$ cat src/rtl/lcdt_pkg.sv
package lcdt_pkg;

  typedef enum logic [1:0] {
    MODE_HBL  = 2'd0,
    MODE_VBL  = 2'd1,
    MODE_OAM  = 2'd2,
    MODE_DRAW = 2'd3
  } lcd_mode_e;

  localparam int SRC_HBL   = 0;
  localparam int SRC_VBL   = 1;
  localparam int SRC_OAM   = 2;
  localparam int SRC_MATCH = 3;

endpackage

$ cat src/rtl/lcdt_line_counter.sv
module lcdt_line_counter #(
  parameter int LINE_DOTS   = 456,
  parameter int FRAME_LINES = 154,
  parameter int FIRST_CUT   = 4,
  parameter int STEP_NORM   = 4,
  parameter int STEP_FAST   = 2,
  parameter int DOT_W       = 9,
  parameter int LINE_W      = 8
) (
  input  logic              clk,
  input  logic              rst_n,
  input  logic              start,
  input  logic              run,
  input  logic              stop,
  input  logic              dbl,
  output logic [DOT_W-1:0]  dot_q,
  output logic [DOT_W-1:0]  dot_d,
  output logic [LINE_W-1:0] line_q,
  output logic [LINE_W-1:0] line_d
);

  localparam int SUM_W = DOT_W + 1;
  localparam logic [SUM_W-1:0]  LINE_S  = SUM_W'(LINE_DOTS);
  localparam logic [SUM_W-1:0]  CUT_AT  = SUM_W'(LINE_DOTS - FIRST_CUT);
  localparam logic [SUM_W-1:0]  CUT_S   = SUM_W'(FIRST_CUT);
  localparam logic [SUM_W-1:0]  STEP_N  = SUM_W'(STEP_NORM);
  localparam logic [SUM_W-1:0]  STEP_F  = SUM_W'(STEP_FAST);
  localparam logic [LINE_W-1:0] LAST_L  = LINE_W'(FRAME_LINES - 1);

  logic             first_q, first_d;
  logic [SUM_W-1:0] sum_raw, sum_adj;
  logic             cnt_en;

  assign cnt_en = start | run | stop;

  always_comb begin
    sum_raw = {1'b0, dot_q} + (dbl ? STEP_F : STEP_N);
    sum_adj = sum_raw;
    first_d = first_q;
    if (first_q && (sum_raw >= CUT_AT)) begin
      sum_adj = sum_raw + CUT_S;
      first_d = 1'b0;
    end
    if (sum_adj >= LINE_S) begin
      dot_d  = DOT_W'(sum_adj - LINE_S);
      line_d = (line_q == LAST_L) ? '0 : line_q + 1'b1;
    end else begin
      dot_d  = sum_adj[DOT_W-1:0];
      line_d = line_q;
    end
    if (start) begin
      dot_d   = '0;
      line_d  = '0;
      first_d = 1'b1;
    end else if (stop) begin
      dot_d   = '0;
      line_d  = '0;
      first_d = 1'b0;
    end
  end

  always_ff @(posedge clk or negedge rst_n) begin
    if (!rst_n) begin
      dot_q   <= '0;
      line_q  <= '0;
      first_q <= 1'b0;
    end else if (cnt_en) begin
      dot_q   <= dot_d;
      line_q  <= line_d;
      first_q <= first_d;
    end
  end

  p_dot_bound_r3: assert property (@(posedge clk) disable iff (!rst_n)
    dot_q < DOT_W'(LINE_DOTS));

  p_line_bound_r5: assert property (@(posedge clk) disable iff (!rst_n)
    line_q < LINE_W'(FRAME_LINES));

endmodule

$ cat src/rtl/lcdt_mode_decode.sv
module lcdt_mode_decode
  import lcdt_pkg::*;
#(
  parameter int OAM_DOTS  = 80,
  parameter int DRAW_DOTS = 172,
  parameter int VIS_LINES = 144,
  parameter int DOT_W     = 9,
  parameter int LINE_W    = 8
) (
  input  logic              on,
  input  logic [DOT_W-1:0]  dot,
  input  logic [LINE_W-1:0] line,
  input  logic [7:0]        lyc,
  input  logic [3:0]        src_en,
  output lcd_mode_e         mode,
  output logic              match,
  output logic              level
);

  localparam logic [DOT_W-1:0]  OAM_END  = DOT_W'(OAM_DOTS);
  localparam logic [DOT_W-1:0]  DRAW_END = DOT_W'(OAM_DOTS + DRAW_DOTS);
  localparam logic [LINE_W-1:0] VBL_L    = LINE_W'(VIS_LINES);

  always_comb begin
    if (!on)                mode = MODE_HBL;
    else if (line >= VBL_L) mode = MODE_VBL;
    else if (dot < OAM_END) mode = MODE_OAM;
    else if (dot < DRAW_END) mode = MODE_DRAW;
    else                    mode = MODE_HBL;

    match = on && (line == LINE_W'(lyc));

    level = on && ((src_en[SRC_HBL]   && mode == MODE_HBL) ||
                   (src_en[SRC_VBL]   && mode == MODE_VBL) ||
                   (src_en[SRC_OAM]   && mode == MODE_OAM) ||
                   (src_en[SRC_MATCH] && match));
  end

endmodule

$ cat src/rtl/lcdt_scroll_latch.sv
module lcdt_scroll_latch #(
  parameter int MAX_STEP   = 4,
  parameter int OAM_DOTS   = 80,
  parameter int FETCH_LEAD = 7,
  parameter int PRE_DOTS   = 8,
  parameter int VIS_WIDTH  = 160,
  parameter int VIS_LINES  = 144,
  parameter int DOT_W      = 9,
  parameter int LINE_W     = 8
) (
  input  logic              clk,
  input  logic              rst_n,
  input  logic              run,
  input  logic [2:0]        step_sz,
  input  logic [DOT_W-1:0]  dot_q,
  input  logic [LINE_W-1:0] line_q,
  input  logic [7:0]        scx,
  input  logic [7:0]        scy,
  output logic [7:0]        eff_scy
);

  localparam int XW = DOT_W + 3;
  localparam logic signed [XW-1:0] X_OFS = XW'(OAM_DOTS + FETCH_LEAD);
  localparam logic signed [XW-1:0] X_LO  = XW'(-PRE_DOTS);
  localparam logic signed [XW-1:0] X_HI  = XW'(VIS_WIDTH);
  localparam logic [LINE_W-1:0]    VBL_L = LINE_W'(VIS_LINES);

  logic [MAX_STEP-1:0] hit_k;
  logic                load;

  for (genvar k = 0; k < MAX_STEP; k++) begin : g_pos
    logic signed [XW-1:0] x_pos;
    logic [2:0]           phase;
    assign x_pos = $signed({3'b000, dot_q}) + $signed(XW'(k)) - X_OFS
                   - $signed({{(XW-3){1'b0}}, scx[2:0]});
    assign phase = x_pos[2:0] + scx[2:0];
    assign hit_k[k] = (3'(k) < step_sz) && (x_pos >= X_LO) && (x_pos < X_HI)
                      && (phase == 3'd0);
  end

  assign load = run && (line_q < VBL_L) && (|hit_k);

  always_ff @(posedge clk or negedge rst_n) begin
    if (!rst_n) begin
      eff_scy <= '0;
    end else if (load) begin
      eff_scy <= scy;
    end
  end

endmodule

$ cat src/rtl/lcd_timing_engine.sv
module lcd_timing_engine
  import lcdt_pkg::*;
#(
  parameter int LINE_DOTS   = 456,
  parameter int OAM_DOTS    = 80,
  parameter int DRAW_DOTS   = 172,
  parameter int FRAME_LINES = 154,
  parameter int VIS_LINES   = 144,
  parameter int VIS_WIDTH   = 160,
  parameter int FIRST_CUT   = 4,
  parameter int STEP_NORM   = 4,
  parameter int STEP_FAST   = 2
) (
  input  logic       clk,
  input  logic       rst_n,
  input  logic       lcd_on,
  input  logic       dbl_speed,
  input  logic       color_mode,
  input  logic [7:0] scx,
  input  logic [7:0] scy,
  input  logic [7:0] lyc,
  input  logic [3:0] stat_src_en,
  output logic [7:0] ly,
  output logic [1:0] mode,
  output logic       lyc_match,
  output logic       irq_vblank,
  output logic       irq_stat,
  output logic [1:0] irq_defer,
  output logic [7:0] eff_scy
);

  localparam int DOT_W  = $clog2(LINE_DOTS);
  localparam int LINE_W = 8;
  localparam int MAX_STEP = (STEP_NORM > STEP_FAST) ? STEP_NORM : STEP_FAST;
  localparam logic [LINE_W-1:0] VBL_L  = LINE_W'(VIS_LINES);
  localparam logic [LINE_W-1:0] PRE_VB = LINE_W'(VIS_LINES - 1);

  logic [1:0] rst_sync;
  logic       rst_s_n;

  always_ff @(posedge clk or negedge rst_n) begin
    if (!rst_n) rst_sync <= 2'b00;
    else        rst_sync <= {rst_sync[0], 1'b1};
  end
  assign rst_s_n = rst_sync[1];

  logic              on_q;
  logic              start, run, stop, reg_en;
  logic [DOT_W-1:0]  dot_q, dot_d;
  logic [LINE_W-1:0] line_q, line_d;

  assign start  = lcd_on & ~on_q;
  assign run    = lcd_on & on_q;
  assign stop   = ~lcd_on & on_q;
  assign reg_en = lcd_on | on_q;

  lcdt_line_counter #(
    .LINE_DOTS(LINE_DOTS), .FRAME_LINES(FRAME_LINES), .FIRST_CUT(FIRST_CUT),
    .STEP_NORM(STEP_NORM), .STEP_FAST(STEP_FAST), .DOT_W(DOT_W), .LINE_W(LINE_W)
  ) u_cnt (
    .clk(clk), .rst_n(rst_s_n), .start(start), .run(run), .stop(stop),
    .dbl(dbl_speed), .dot_q(dot_q), .dot_d(dot_d), .line_q(line_q), .line_d(line_d)
  );

  lcd_mode_e mode_d, mode_q;
  logic      match_d, match_q, lvl_d, lvl_q;

  lcdt_mode_decode #(
    .OAM_DOTS(OAM_DOTS), .DRAW_DOTS(DRAW_DOTS), .VIS_LINES(VIS_LINES),
    .DOT_W(DOT_W), .LINE_W(LINE_W)
  ) u_dec (
    .on(lcd_on), .dot(dot_d), .line(line_d), .lyc(lyc), .src_en(stat_src_en),
    .mode(mode_d), .match(match_d), .level(lvl_d)
  );

  logic [2:0] step_sz;
  assign step_sz = dbl_speed ? 3'(STEP_FAST) : 3'(STEP_NORM);

  lcdt_scroll_latch #(
    .MAX_STEP(MAX_STEP), .OAM_DOTS(OAM_DOTS), .FETCH_LEAD(7), .PRE_DOTS(8),
    .VIS_WIDTH(VIS_WIDTH), .VIS_LINES(VIS_LINES), .DOT_W(DOT_W), .LINE_W(LINE_W)
  ) u_scy (
    .clk(clk), .rst_n(rst_s_n), .run(run), .step_sz(step_sz), .dot_q(dot_q),
    .line_q(line_q), .scx(scx), .scy(scy), .eff_scy(eff_scy)
  );

  logic       vbl_req, stat_req;
  logic [1:0] defer_d;
  logic       vbl_q, stat_q;
  logic [1:0] defer_q;

  always_comb begin
    vbl_req  = run && (line_q == PRE_VB) && (line_d == VBL_L);
    stat_req = run && lvl_d && !lvl_q;
    defer_d  = {stat_req, vbl_req} & {2{color_mode}};
  end

  always_ff @(posedge clk or negedge rst_s_n) begin
    if (!rst_s_n) on_q <= 1'b0;
    else          on_q <= lcd_on;
  end

  always_ff @(posedge clk or negedge rst_s_n) begin
    if (!rst_s_n) begin
      mode_q  <= MODE_HBL;
      match_q <= 1'b0;
      lvl_q   <= 1'b0;
      vbl_q   <= 1'b0;
      stat_q  <= 1'b0;
      defer_q <= 2'b00;
    end else if (reg_en) begin
      mode_q  <= mode_d;
      match_q <= match_d;
      lvl_q   <= lvl_d;
      vbl_q   <= vbl_req;
      stat_q  <= stat_req;
      defer_q <= defer_d;
    end
  end

  assign ly         = line_q;
  assign mode       = mode_q;
  assign lyc_match  = match_q;
  assign irq_vblank = vbl_q;
  assign irq_stat   = stat_q;
  assign irq_defer  = defer_q;

  p_vbl_entry_r6: assert property (@(posedge clk) disable iff (!rst_s_n)
    irq_vblank |-> (ly == VBL_L && mode == 2'd1));

  p_stat_single_r8: assert property (@(posedge clk) disable iff (!rst_s_n)
    irq_stat |=> !irq_stat);

  p_defer_subset_r9: assert property (@(posedge clk) disable iff (!rst_s_n)
    (irq_defer & ~{irq_stat, irq_vblank}) == 2'b00);

  p_match_r7: assert property (@(posedge clk) disable iff (!rst_s_n)
    (on_q && $past(on_q)) |-> (lyc_match == ($past(lyc) == ly)));

  p_line_step_r3: assert property (@(posedge clk) disable iff (!rst_s_n)
    (on_q && $past(on_q) && ly != $past(ly)) |-> (ly == $past(ly) + 8'd1 || ly == 8'd0));

  p_scroll_hold_r11: assert property (@(posedge clk) disable iff (!rst_s_n)
    ((mode == 2'd0 || mode == 2'd1) && mode == $past(mode) && $past(on_q))
      |-> $stable(eff_scy));

  p_off_quiet_r1: assert property (@(posedge clk) disable iff (!rst_s_n)
    !on_q |-> (!irq_vblank && !irq_stat && irq_defer == 2'b00));

endmodule

$ cat config.mk
export PLATFORM = sky130hd
export DESIGN_NAME = lcd_timing_engine
export DESIGN_NICKNAME = d
export VERILOG_FILES = /design/src/rtl/lcdt_pkg.sv /design/src/rtl/lcdt_line_counter.sv /design/src/rtl/lcdt_mode_decode.sv /design/src/rtl/lcdt_scroll_latch.sv /design/src/rtl/lcd_timing_engine.sv
export SDC_FILE = /design/constraint.sdc
export NUM_CORES = 1
export LEC_CHECK = 0
export CORE_MARGIN = 10
export CORE_UTILIZATION = 38
export DETAILED_ROUTE_END_ITERATION = 16
export DONT_BUFFER_PORTS = 1
export GPL_ROUTABILITY_DRIVEN = 0
export GPL_TIMING_DRIVEN = 1
export PLACE_DENSITY = 0.59
export REMOVE_ABC_BUFFERS = 1
export SETUP_SLACK_MARGIN = 0.15
export SLEW_MARGIN = 20
export SYNTH_ARGS = -nofsm -noshare
export SYNTH_HDL_FRONTEND = slang
export SYNTH_HIERARCHICAL = 1
export SYNTH_SLANG_ARGS = --single-unit
$ cat constraint.sdc
create_clock -name clk -period 1.2 [get_ports clk]
set_input_delay 0.12 -clock clk [delete_from_list [all_inputs] [get_ports clk]]
set_output_delay 0.12 -clock clk [all_outputs]
set_load 0.1 [all_outputs]
# Yosys cells after proc, flatten, opt, wreduce, memory -nomap -nowiden
# Cells that the tools add are included.
# totals
regBits	37
elab_cells	118
inputBits	33
out_inout_bits	23
# classes
n_mux	17
eq_ne	6
reduce_logical	37
n_addsub	19
magnitude_cmp	18
bitwise_logic	9
# op_table
operator	n
greater-or-equal comparator 12 x 4 -> 1 bit, second input constant	4
less-than comparator 12 x 9 -> 1 bit, second input constant	4
subtractor 12 x 4 -> 12 bit	4
subtractor 12 x 8 -> 12 bit, second input constant	3
two-way mux 8 bit	4
two-way mux 9 bit	3
logical AND 1 bit	25
equality test 8 bit, second input constant	3
adder 9 x 2 -> 10 bit, second input constant	2
greater-or-equal comparator 10 x 9 -> 1 bit, second input constant	2
adder 3 bit	4
zero test 3 bit	4
adder 10 x 3 -> 10 bit, second input constant	1
adder 9 x 1 -> 10 bit, second input constant	1
adder 9 x 10 -> 10 bit	1
two-way mux 10 bit	1
subtractor 9 x 7 -> 10 bit, second input constant	1
less-than comparator 9 x 7 -> 1 bit, second input constant	1
less-than comparator 9 x 8 -> 1 bit, second input constant	1
subtractor 9 bit, second input constant	1
adder 8 x 1 -> 8 bit, second input constant	1
equality test 8 bit	1
greater-or-equal comparator 8 bit, second input constant	1
less-than comparator 8 bit, second input constant	1
other kinds (17)	32

# Longest topological paths before layout
# Gate-level depths: netlist of run 1.
# logic_depth
depth_word	23
mapped_depth	23
depth_no_buf	23

# Hierarchy
# Netlist of run 1, hierarchy kept.
# by_module_without_submodules
mod	instances	cells_each	area_per_inst_um2	seq_area_each_um2
lcdt_scroll_latch	1	293	2389.8	200.2
lcdt_line_counter	1	235	1919.3	450.4
lcd_timing_engine	1	35	479.2	275.3
lcdt_mode_decode	1	27	197.7	0.0

# Worst setup path after synthesis of run 1
# No wires, ideal clock.
# synth_path
path_type	flip-flop to flip-flop
startpoint	register u_cnt.dot_q[1]
endpoint	register defer_q[1] (netlist: irq_defer[1])
synth_period_minus_slack_ns	4.969
required_ns	1.078
slack_ns	-3.769
arrival_time_ns	4.847
n_path_buf	0
path_stages_with_launch	23
setup_ns	0.122
cell_sequence	dfrtp_1 ha_1 inv_1 fa_1 xnor2_1 inv_1 ha_1 a21boi_0 a32o_2 a21oi_2 mux2_4 inv_2 ha_1 inv_1 o311a_1 a22oi_1 nor2_1 and4_1 a31oi_1 mux2_1 a31o_1 nor3b_2 a22o_1
# synth_between
elab_chain_cells	22
elab_cells_between_ends	36
classes_between	add/sub (3); order compare (5); eq/ne (3); mux (11); bitwise (1); reduce/logical (13)
# synth_lines
item	line_no	rtl
start: declaration	lcdt_line_counter.sv:16	output logic [DOT_W-1:0] dot_q,
start signal: assignment	lcdt_line_counter.sv:68	dot_q <= dot_d;
adder 9 x 10 -> 10 bit *	lcdt_line_counter.sv:37	sum_raw = {1'b0, dot_q} + (dbl ? STEP_F : STEP_N);
greater-or-equal comparator 10 x 9 -> 1 bit	lcdt_line_counter.sv:40	if (first_q && (sum_raw >= CUT_AT)) begin
logical AND 1 bit	lcdt_line_counter.sv:40	
two-way mux 10 bit *	lcdt_line_counter.sv:40	
subtractor 9 bit / greater-or-equal comparator 10 x 9 -> 1 bit (equally long branches)	lcdt_line_counter.sv:45, lcdt_line_counter.sv:44	
two-way mux 9 bit *	lcdt_line_counter.sv:44	if (sum_adj >= LINE_S) begin
two-way mux 9 bit *	lcdt_line_counter.sv:55	end else if (stop) begin
two-way mux 9 bit *	lcdt_line_counter.sv:51	if (start) begin
via dot_d[7]	lcd_timing_engine.sv:49	logic [DOT_W-1:0] dot_q, dot_d;
[... 6 more ...]	--	
logical AND 1 bit, on equally long branches	lcdt_mode_decode.sv:34, lcdt_mode_decode.sv:33	
logical OR 1 bit	lcdt_mode_decode.sv:33	level = on && ((src_en[SRC_HBL] && mode == MODE_HBL) ||
logical OR 1 bit *	lcdt_mode_decode.sv:34	(src_en[SRC_VBL] && mode == MODE_VBL) ||
logical OR 1 bit *	lcdt_mode_decode.sv:35	(src_en[SRC_OAM] && mode == MODE_OAM) ||
logical AND 1 bit *	lcdt_mode_decode.sv:33	
via lvl_d	lcd_timing_engine.sv:66	logic match_d, match_q, lvl_d, lvl_q;
logical AND 1 bit * (2 in series)	lcd_timing_engine.sv:94	stat_req = run && lvl_d && !lvl_q;
AND 2 bit *	lcd_timing_engine.sv:95	defer_d = {stat_req, vbl_req} & {2{color_mode}};
end signal: assignment	lcd_timing_engine.sv:117	defer_q <= defer_d;
end: declaration	lcd_timing_engine.sv:90	logic [1:0] defer_q;
# Mark *: on every way through the listed nets, which the timed path passes. The rest lies on a longest branch.
# A chain may end at the register's enable or synchronous reset.

# Worst setup path in the final report of run 1
# layout_path
startpoint	register u_cnt.dot_q[1]
endpoint	register defer_q[1] (netlist: irq_defer[1])
# layout_between
elab_cells_between_ends	36
classes_between	add/sub (3); order compare (5); eq/ne (3); mux (11); bitwise (1); reduce/logical (13)
# layout_rtl
item	line_no	rtl
adder 9 x 10 -> 10 bit *	lcdt_line_counter.sv:37	
greater-or-equal comparator 10 x 9 -> 1 bit	lcdt_line_counter.sv:40	
logical AND 1 bit	lcdt_line_counter.sv:40	
two-way mux 10 bit *	lcdt_line_counter.sv:40	
greater-or-equal comparator 10 x 9 -> 1 bit *	lcdt_line_counter.sv:44	
two-way mux 8 bit *	lcdt_line_counter.sv:44	
two-way mux 8 bit *	lcdt_line_counter.sv:55	
two-way mux 8 bit *	lcdt_line_counter.sv:51	
via line_d[5]	lcd_timing_engine.sv:50	logic [LINE_W-1:0] line_q, line_d;
[... 4 more ...]	--	
logical AND 1 bit, on equally long branches	lcdt_mode_decode.sv:34, lcdt_mode_decode.sv:33	
logical OR 1 bit	lcdt_mode_decode.sv:33	
logical OR 1 bit	lcdt_mode_decode.sv:34	
logical OR 1 bit *	lcdt_mode_decode.sv:35	
logical AND 1 bit *	lcdt_mode_decode.sv:33	
via lvl_d	lcd_timing_engine.sv:66	
logical AND 1 bit * (2 in series)	lcd_timing_engine.sv:94	
AND 2 bit *	lcd_timing_engine.sv:95	
# Marked as above.

==> run_results.csv, run 1 <==
group,metric,value,unit
cells_and_area,area_growth,67.4,%
drt,drt_iter0_markers,489,
floorplan,initial_core_util,0.391,
worst_setup_path,cp.depth,24,
pwr,seqPwrFrac,0.209,
clock_tree,clk_latency,0.29,ns
yosys,yosysWarnings,6,
worst_setup_path,reg2regPathDepth,24,
worst_setup_path,arrival,4.76,ns
yosys,synth_area_per_cell,8.46,um2
pwr,p_switching,2.99,mW
job,drv_cap,0,
grt,grt_pass1_wl,30100,um
clock_tree,cts_buffers,5,
sta,finalHoldViolations,0,
cells_and_area,final_nets,910,
placement,dp_slack,-3.63,ns
pwr,p_clk_frac,0.216,
yosys,postSynthCellCount,588,
run_status,status,"finished, violations left",
grt,grt_start_max_net_pins,36,
pwr,pwr-share-comb,0.576,
pwr,power.density,875,nW/um2
pwr,p_leak,3.56,nW
clock_tree,cts_root_buffer,"clkbuf_16",
floorplan,coreArea,12700,um2
drt,drc,0,
min_path,hold_class,"input port to asynchronous set/reset pin",
floorplan,die_width,134,um
drt,drt_pass1_iterations,6,
drt,vias_per_cell,5.93,
sta,rsz0062_at_grt,"yes",
drt,ant_nets,0,
drt,wl,20100,um
pwr,p_int,4.29,mW
run_status,violations,"setup timing",
worst_setup_path,path_delay_family,"compound AO/OA/AOI/OAI gates",
clock_tree,cts.path.max_buffers,2,
worst_setup_path,crit_chain,"ha_4 -> inv_2 -> fa_2 -> xnor2_2 -> inv_1 -> ha_2 -> a21boi_4 -> a32o_2 -> a21oi_4 -> mux2_4 -> inv_4 -> buf_6 -> a31oi_4 -> buf_6 -> o21ai_1 -> mux2i_1 -> buf_4 -> buf_4 -> or3_1 -> nand4_1 -> o41ai_2 -> a31o_1 -> nor3b_4 -> a22o_1",
sta,post-route-min-period,4.58,ns
clock_tree,tritoncts,"built",
drt,dr_wl_met3,1150,um
drt,wl_per_cell,19.8,um
cells_and_area,nFillCells,958,
floorplan,fp-row-count,41,
clock_tree,clock_sinks,37,
worst_setup_path,max_stage_delay,0.39,ns
worst_setup_path,end_kind,"flip-flop",
worst_setup_path,cp_max_fo,4,
worst_setup_path,start_kind,"flip-flop",
sta,timing.final.ws_setup,-3.38,ns
worst_setup_path,crit_slowest_cell,"dfrtp_1",
sta,skew,0.0102,ns
placement,hpwl,13200,um
pwr,power,7.28,mW
yosys,synth.cell_area,4970,um2
drt,wl_met2,10200,um
clock_tree,cts_max_level,2,
worst_setup_path,critPathBufInv,7,
sta,fmax,218,MHz
pwr,switching_share,0.411,
drt,wl_met1,7660,um
sta,finalSetupViolCount,33,
floorplan,die_h,134,um
floorplan,io_pins,56,
floorplan,dieArea,18100,um2
grt,grt_antenna_before_repair,1,
pwr,vdd.ir_drop.worst,547,uV
clock_tree,path_clk_slew,0.06,ns
sta,drv_slew,0,
worst_setup_path,crit_type,"flip-flop to flip-flop",
drt,top_layer_used,"met4",
grt,grt_pass1_vias,6037,
grt,track_usage,0.199,
worst_setup_path,worst_ep_required_time,1.38,ns
grt,overflow,0,
placement,io_buffers,0,
drt,num_vias,6034,
cells_and_area,drive_gt1_frac,0.485,
sta,finalCritPeriodShare,3.82,
-- power by group through the flow --
| stage | sequential (mW) | combinational [mW] | clock (mW) |
|---|---|---|---|
| global route | 1.53 | 4.40 | 1.65 |
| global placement | 1.52 | 3.41 | 0 |
| detailed placement | 1.53 | 3.48 | 0 |
| CTS | 1.51 | 3.81 | 1.60 |
| floorplan | 2.25 | 1.29 | 0 |
| finish | 1.52 | 4.19 | 1.57 |
-- layout by cell type, fill, tap and decap left out, types with 6 or more instances in the layout --
master	count
a21oi_4	7
nor2_1	33
nor2_2	6
or3_1	11
inv_1	24
dfrtp_1	33
nand2_1	34
xor2_1	7
buf_6	36
nand3_1	15
o21a_1	6
a21o_1	8
a21oi_2	9
xnor2_1	33
dlygate4sd3_1	11
o21ai_1	9
fa_1	8
o211ai_1	9
nor3_1	9
o21ai_2	7
mux2_4	12
nand2b_1	9
buf_12	22
buf_4	200
mux2i_1	7
a21oi_1	25
nand4_1	12
nor2b_1	8
ha_1	19
o21ai_0	18
-- per-layer routing --
metal,vias to the layer above,GRT usage
met2,337,0.368
met5,-,0
met3,106,0.0261
met4,0,0.0925
li1,2712,-
met1,2879,0.219
-- worst paths after layout --
kind / from / to / slack, ns
worst max register to register: u_cnt/dot_q[1]$_DFFE_PN0P_ / irq_defer[1]$_DFFE_PN0P_ / -3.38
worst min register to register: rst_sync[1]$_DFF_PN0_ / u_scy/eff_scy[1]$_DFFE_PN0P_ / 0.23
max in group asynchronous: rst_sync[1]$_DFF_PN0_ / u_cnt/line_q[3]$_DFFE_PN0P_ / 0.74
worst min-delay path: rst_n / rst_sync[0]$_DFF_PN0_ / 0.06
worst max-delay path: u_cnt/dot_q[1]$_DFFE_PN0P_ / irq_defer[1]$_DFFE_PN0P_ / -3.38
min in group clk: lcd_on / mode[0]$_DFFE_PN0P_ / 0.09
-- flip-flops by register name (all words and copies together) (netlist names) --
register and count:
irq_defer 2, irq_stat 1, irq_vblank 1, lvl_q 1, lyc_match 1, mode 2
on_q 1, rst_sync 2, u_cnt/dot_q 9, u_cnt/first_q 1, u_cnt/line_q 8, u_scy/eff_scy 8
-- metrics by stage --
stage	setup TNS, ns	cells	cell area (um2)	util	hold WS (ns)
6_report	-78.78	1017	8330	0.654	0.0564
4_1_cts	-77.65	995	7820	0.614	0.0551
5_1_grt	-81.78	1017	8330	0.654	0.0542
3_5_place_dp	-79.47	954	6860	0.539	-0.175
3_3_place_gp	-75.30	954	6860	0.539	-0.175
2_1_floorplan	-83.17	563	4850	-	-0.176
-- final cells by class --
| type | instances | area [um2] | share of cell area |
|---|---|---|---|
| repair buffers | 273 | 2530 | 0.304 |
| well taps | 172 | 215 | 0.0258 |
| flip-flops and latches | 37 | 931 | 0.112 |
| multi-input cells | 493 | 4340 | 0.521 |
| clock buffers | 5 | 125 | 0.0150 |
| clock inverters | 3 | 46.3 | 0.00556 |
| diodes | 1 | 2.50 | 0.000301 |
| inverters | 33 | 134 | 0.0161 |
-- timing repair --
action / CTS / global route
gates cloned: 1 / 0
resized for setup: 120 / 84
setup buffers: 21 / 21
hold buffers: 11 / 0
pin swaps: 31 / 42
endpoints found under the setup margin: 47 / 44
endpoints found under the hold margin: 13 / 0
Note: power is estimated with default switching activity, not from simulation.
==> run 2: changes to the inputs <==
--- a/config.mk
+++ b/config.mk
@@ -6,12 +6,13 @@
 export NUM_CORES = 1
 export LEC_CHECK = 0
 export CORE_MARGIN = 10
-export CORE_UTILIZATION = 38
+export CORE_UTILIZATION = 35
 export DETAILED_ROUTE_END_ITERATION = 16
 export DONT_BUFFER_PORTS = 1
 export GPL_ROUTABILITY_DRIVEN = 0
 export GPL_TIMING_DRIVEN = 1
-export PLACE_DENSITY = 0.59
+export HOLD_SLACK_MARGIN = 0.02
+export PLACE_DENSITY = 0.56
 export REMOVE_ABC_BUFFERS = 1
 export SETUP_SLACK_MARGIN = 0.15
 export SLEW_MARGIN = 20
==> run 2 against run 1 <==
  * The flow still finishes with violations (setup timing)
  * Combinational power is 7.4% lower
  * Maximum frequency is 2.7% lower
  * Die area is 7.3% higher
  * Register-to-register slack worse by 0.13 ns
==> run_results.csv, run 2 (same netlist as run 1, synthesis figures left out) <==
group,metric,value,unit
sta,tns,-79.03,ns
cells_and_area,area_growth,60.0,%
floorplan,io_pins,56,
drt,drt_iter0_markers,400,
min_path,hold_class,"input port to asynchronous set/reset pin",
grt,overflow,0,
pwr,power.density,873,nW/um2
floorplan,coreArea,13900,um2
clock_tree,path_clk_slew,0.07,ns
sta,timing.final.ws_setup,-3.51,ns
worst_setup_path,cp_max_fo,3,
worst_setup_path,max_stage_delay,0.36,ns
sta,drv_slew,0,
worst_setup_path,start_kind,"flip-flop",
clock_tree,tritoncts,"built",
clock_tree,cts.path.max_buffers,2,
sta,finalSetupViolCount,33,
cells_and_area,layout_common_cells,"buf_4, nor2_1, nand2_1",
worst_setup_path,crit_type,"flip-flop to flip-flop",
floorplan,fp-row-count,43,
grt,grt_pass1_wl,28900,um
placement,io_buffers,0,
worst_setup_path,critPathBufInv,5,
floorplan,die_h,139,um
drt,vias_per_cell,5.65,
worst_setup_path,arrival,4.89,ns
worst_setup_path,cpMostUsedCell,"inv_2",
grt,grt_start_max_net_pins,36,
drt,num_vias,5662,
drt,drc,0,
pwr,power,6.95,mW
sta,post-route-min-period,4.71,ns
worst_setup_path,worst_ep_required_time,1.38,ns
sta,rsz0062_at_grt,"yes",
drt,wl_per_cell,18.2,um
sta,fmax,212,MHz
floorplan,die_width,139,um
cells_and_area,final_nets,888,
placement,dp_cells,958,
placement,dp_slack,-3.62,ns
worst_setup_path,end_kind,"flip-flop",
run_status,violations,"setup timing",
sta,finalHoldViolations,0,
drt,drt_pass1_iterations,5,
cells_and_area,reg.largest.list,"u_cnt/dot_q: 9 flops, u_cnt/line_q: 8 flops, u_scy/eff_scy: 8 flops",
worst_setup_path,crit_slowest_cell,"dfrtp_1",
job,drv_cap,0,
cells_and_area,drive_gt1_frac,0.442,
clock_tree,clock_sinks,37,
grt,grt_pass1_vias,5721,
clock_tree,clk_latency,0.29,ns
placement,hpwl,13100,um
drt,ant_nets,0,
pwr,vdd.ir_drop.worst,570,uV
pwr,p_leak,3.38,nW
grt,track_usage,0.175,
floorplan,dieArea,19400,um2
cells_and_area,final_common_cell,"buf_4",
sta,finalCritPeriodShare,3.93,
sta,skew,0.0112,ns
worst_setup_path,r2r_slack,-3.51,ns
floorplan,initial_core_util,0.358,
drt,wl,18200,um
cells_and_area,largest_register_ffs,9,
clock_tree,cts_root_buffer,"clkbuf_16",
clock_tree,cts_max_level,2,
run_status,status,"finished, violations left",
cells_and_area,top_register,"u_cnt/dot_q",
cells_and_area,final_cell_count_no_fill,1003,
clock_tree,cts_buffers,5,
grt,grt_antenna_before_repair,1,
worst_setup_path,path_delay_family,"compound AO/OA/AOI/OAI gates",
==> run 2: final cells by class <==
type	count	area [um2]
Timing Repair Buffer	251	2340
Clock inverter	3	46.3
Sequential cell	37	930
Fill cell	1166	5920
Antenna cell	1	2.50
Inverter	33	131
Multi-Input combinational cell	493	4160
Tap cell	180	225
Clock buffer	5	125
==> run 2: worst paths after layout <==
path,start,endpoint,cells after the start
setup / recovery,u_cnt/dot_q[1]$_DFFE_PN0P_,irq_defer[1]$_DFFE_PN0P_,25
hold / removal,rst_n,rst_sync[0]$_DFF_PN0_,1
setup reg to reg,u_cnt/dot_q[1]$_DFFE_PN0P_,irq_defer[1]$_DFFE_PN0P_,25
hold reg to reg,rst_sync[1]$_DFF_PN0_,u_scy/eff_scy[7]$_DFFE_PN0P_,1
max in group asynchronous,rst_sync[1]$_DFF_PN0_,u_cnt/line_q[7]$_DFFE_PN0P_,1
min in group clk,lcd_on,irq_stat$_DFFE_PN0P_,2
==> run 2: report_power, final <==
| part | switching (mW) | internal [mW] | total (mW) |
|---|---|---|---|
| Sequential | 0.132 | 1.37 | 1.50 |
| Clock | 0.583 | 0.985 | 1.57 |
| Combinational | 2.12 | 1.75 | 3.88 |
==> run 2: routing by layer <==
layer,part of all wire,up-vias,global-route usage
li1,-,2666,-
met1,0.42,2779,0.209
met2,0.52,172,0.314
met3,0.038,45,0.0243
met4,0.029,0,0.0555
met5,0,-,0
==> run 2: worst register-to-register path, stage by stage, from the launching register on <==
cell	delay (ns)
dfrtp_1	0.36
ha_2	0.19
inv_2	0.04
fa_2	0.36
xnor2_2	0.16
inv_2	0.10
buf_6	0.10
ha_1	0.13
a21boi_1	0.06
a32o_2	0.30
buf_6	0.13
a211oi_4	0.24
xnor2_2	0.17
inv_2	0.09
ha_4	0.18
o211ai_1	0.11
o311a_1	0.25
o311ai_2	0.12
a22oi_2	0.23
nor2_2	0.07
and4_4	0.16
a31oi_4	0.19
mux2_4	0.31
a31o_1	0.23
nor3b_2	0.16
a22o_1	0.17
==> run 2: timing repair <==
item                                    CTS  global route
pin swaps                                26            23
setup buffers                            18             6
endpoints found under the setup margin   46            46
resized for setup                       109            45
endpoints found under the hold margin    13             2
hold buffers                             10             1
gates cloned                              1             0
==> run 2: per-stage QoR <==
stage,area [um2],hold slack [ns],util
after floorplan,4850,-0.176,-
after CTS,7690,-0.0389,0.554
after detailed placement,6850,-0.176,0.494
final,7960,0.0704,0.573
after global placement,6850,-0.176,0.494
after global routing,7960,0.0648,0.573
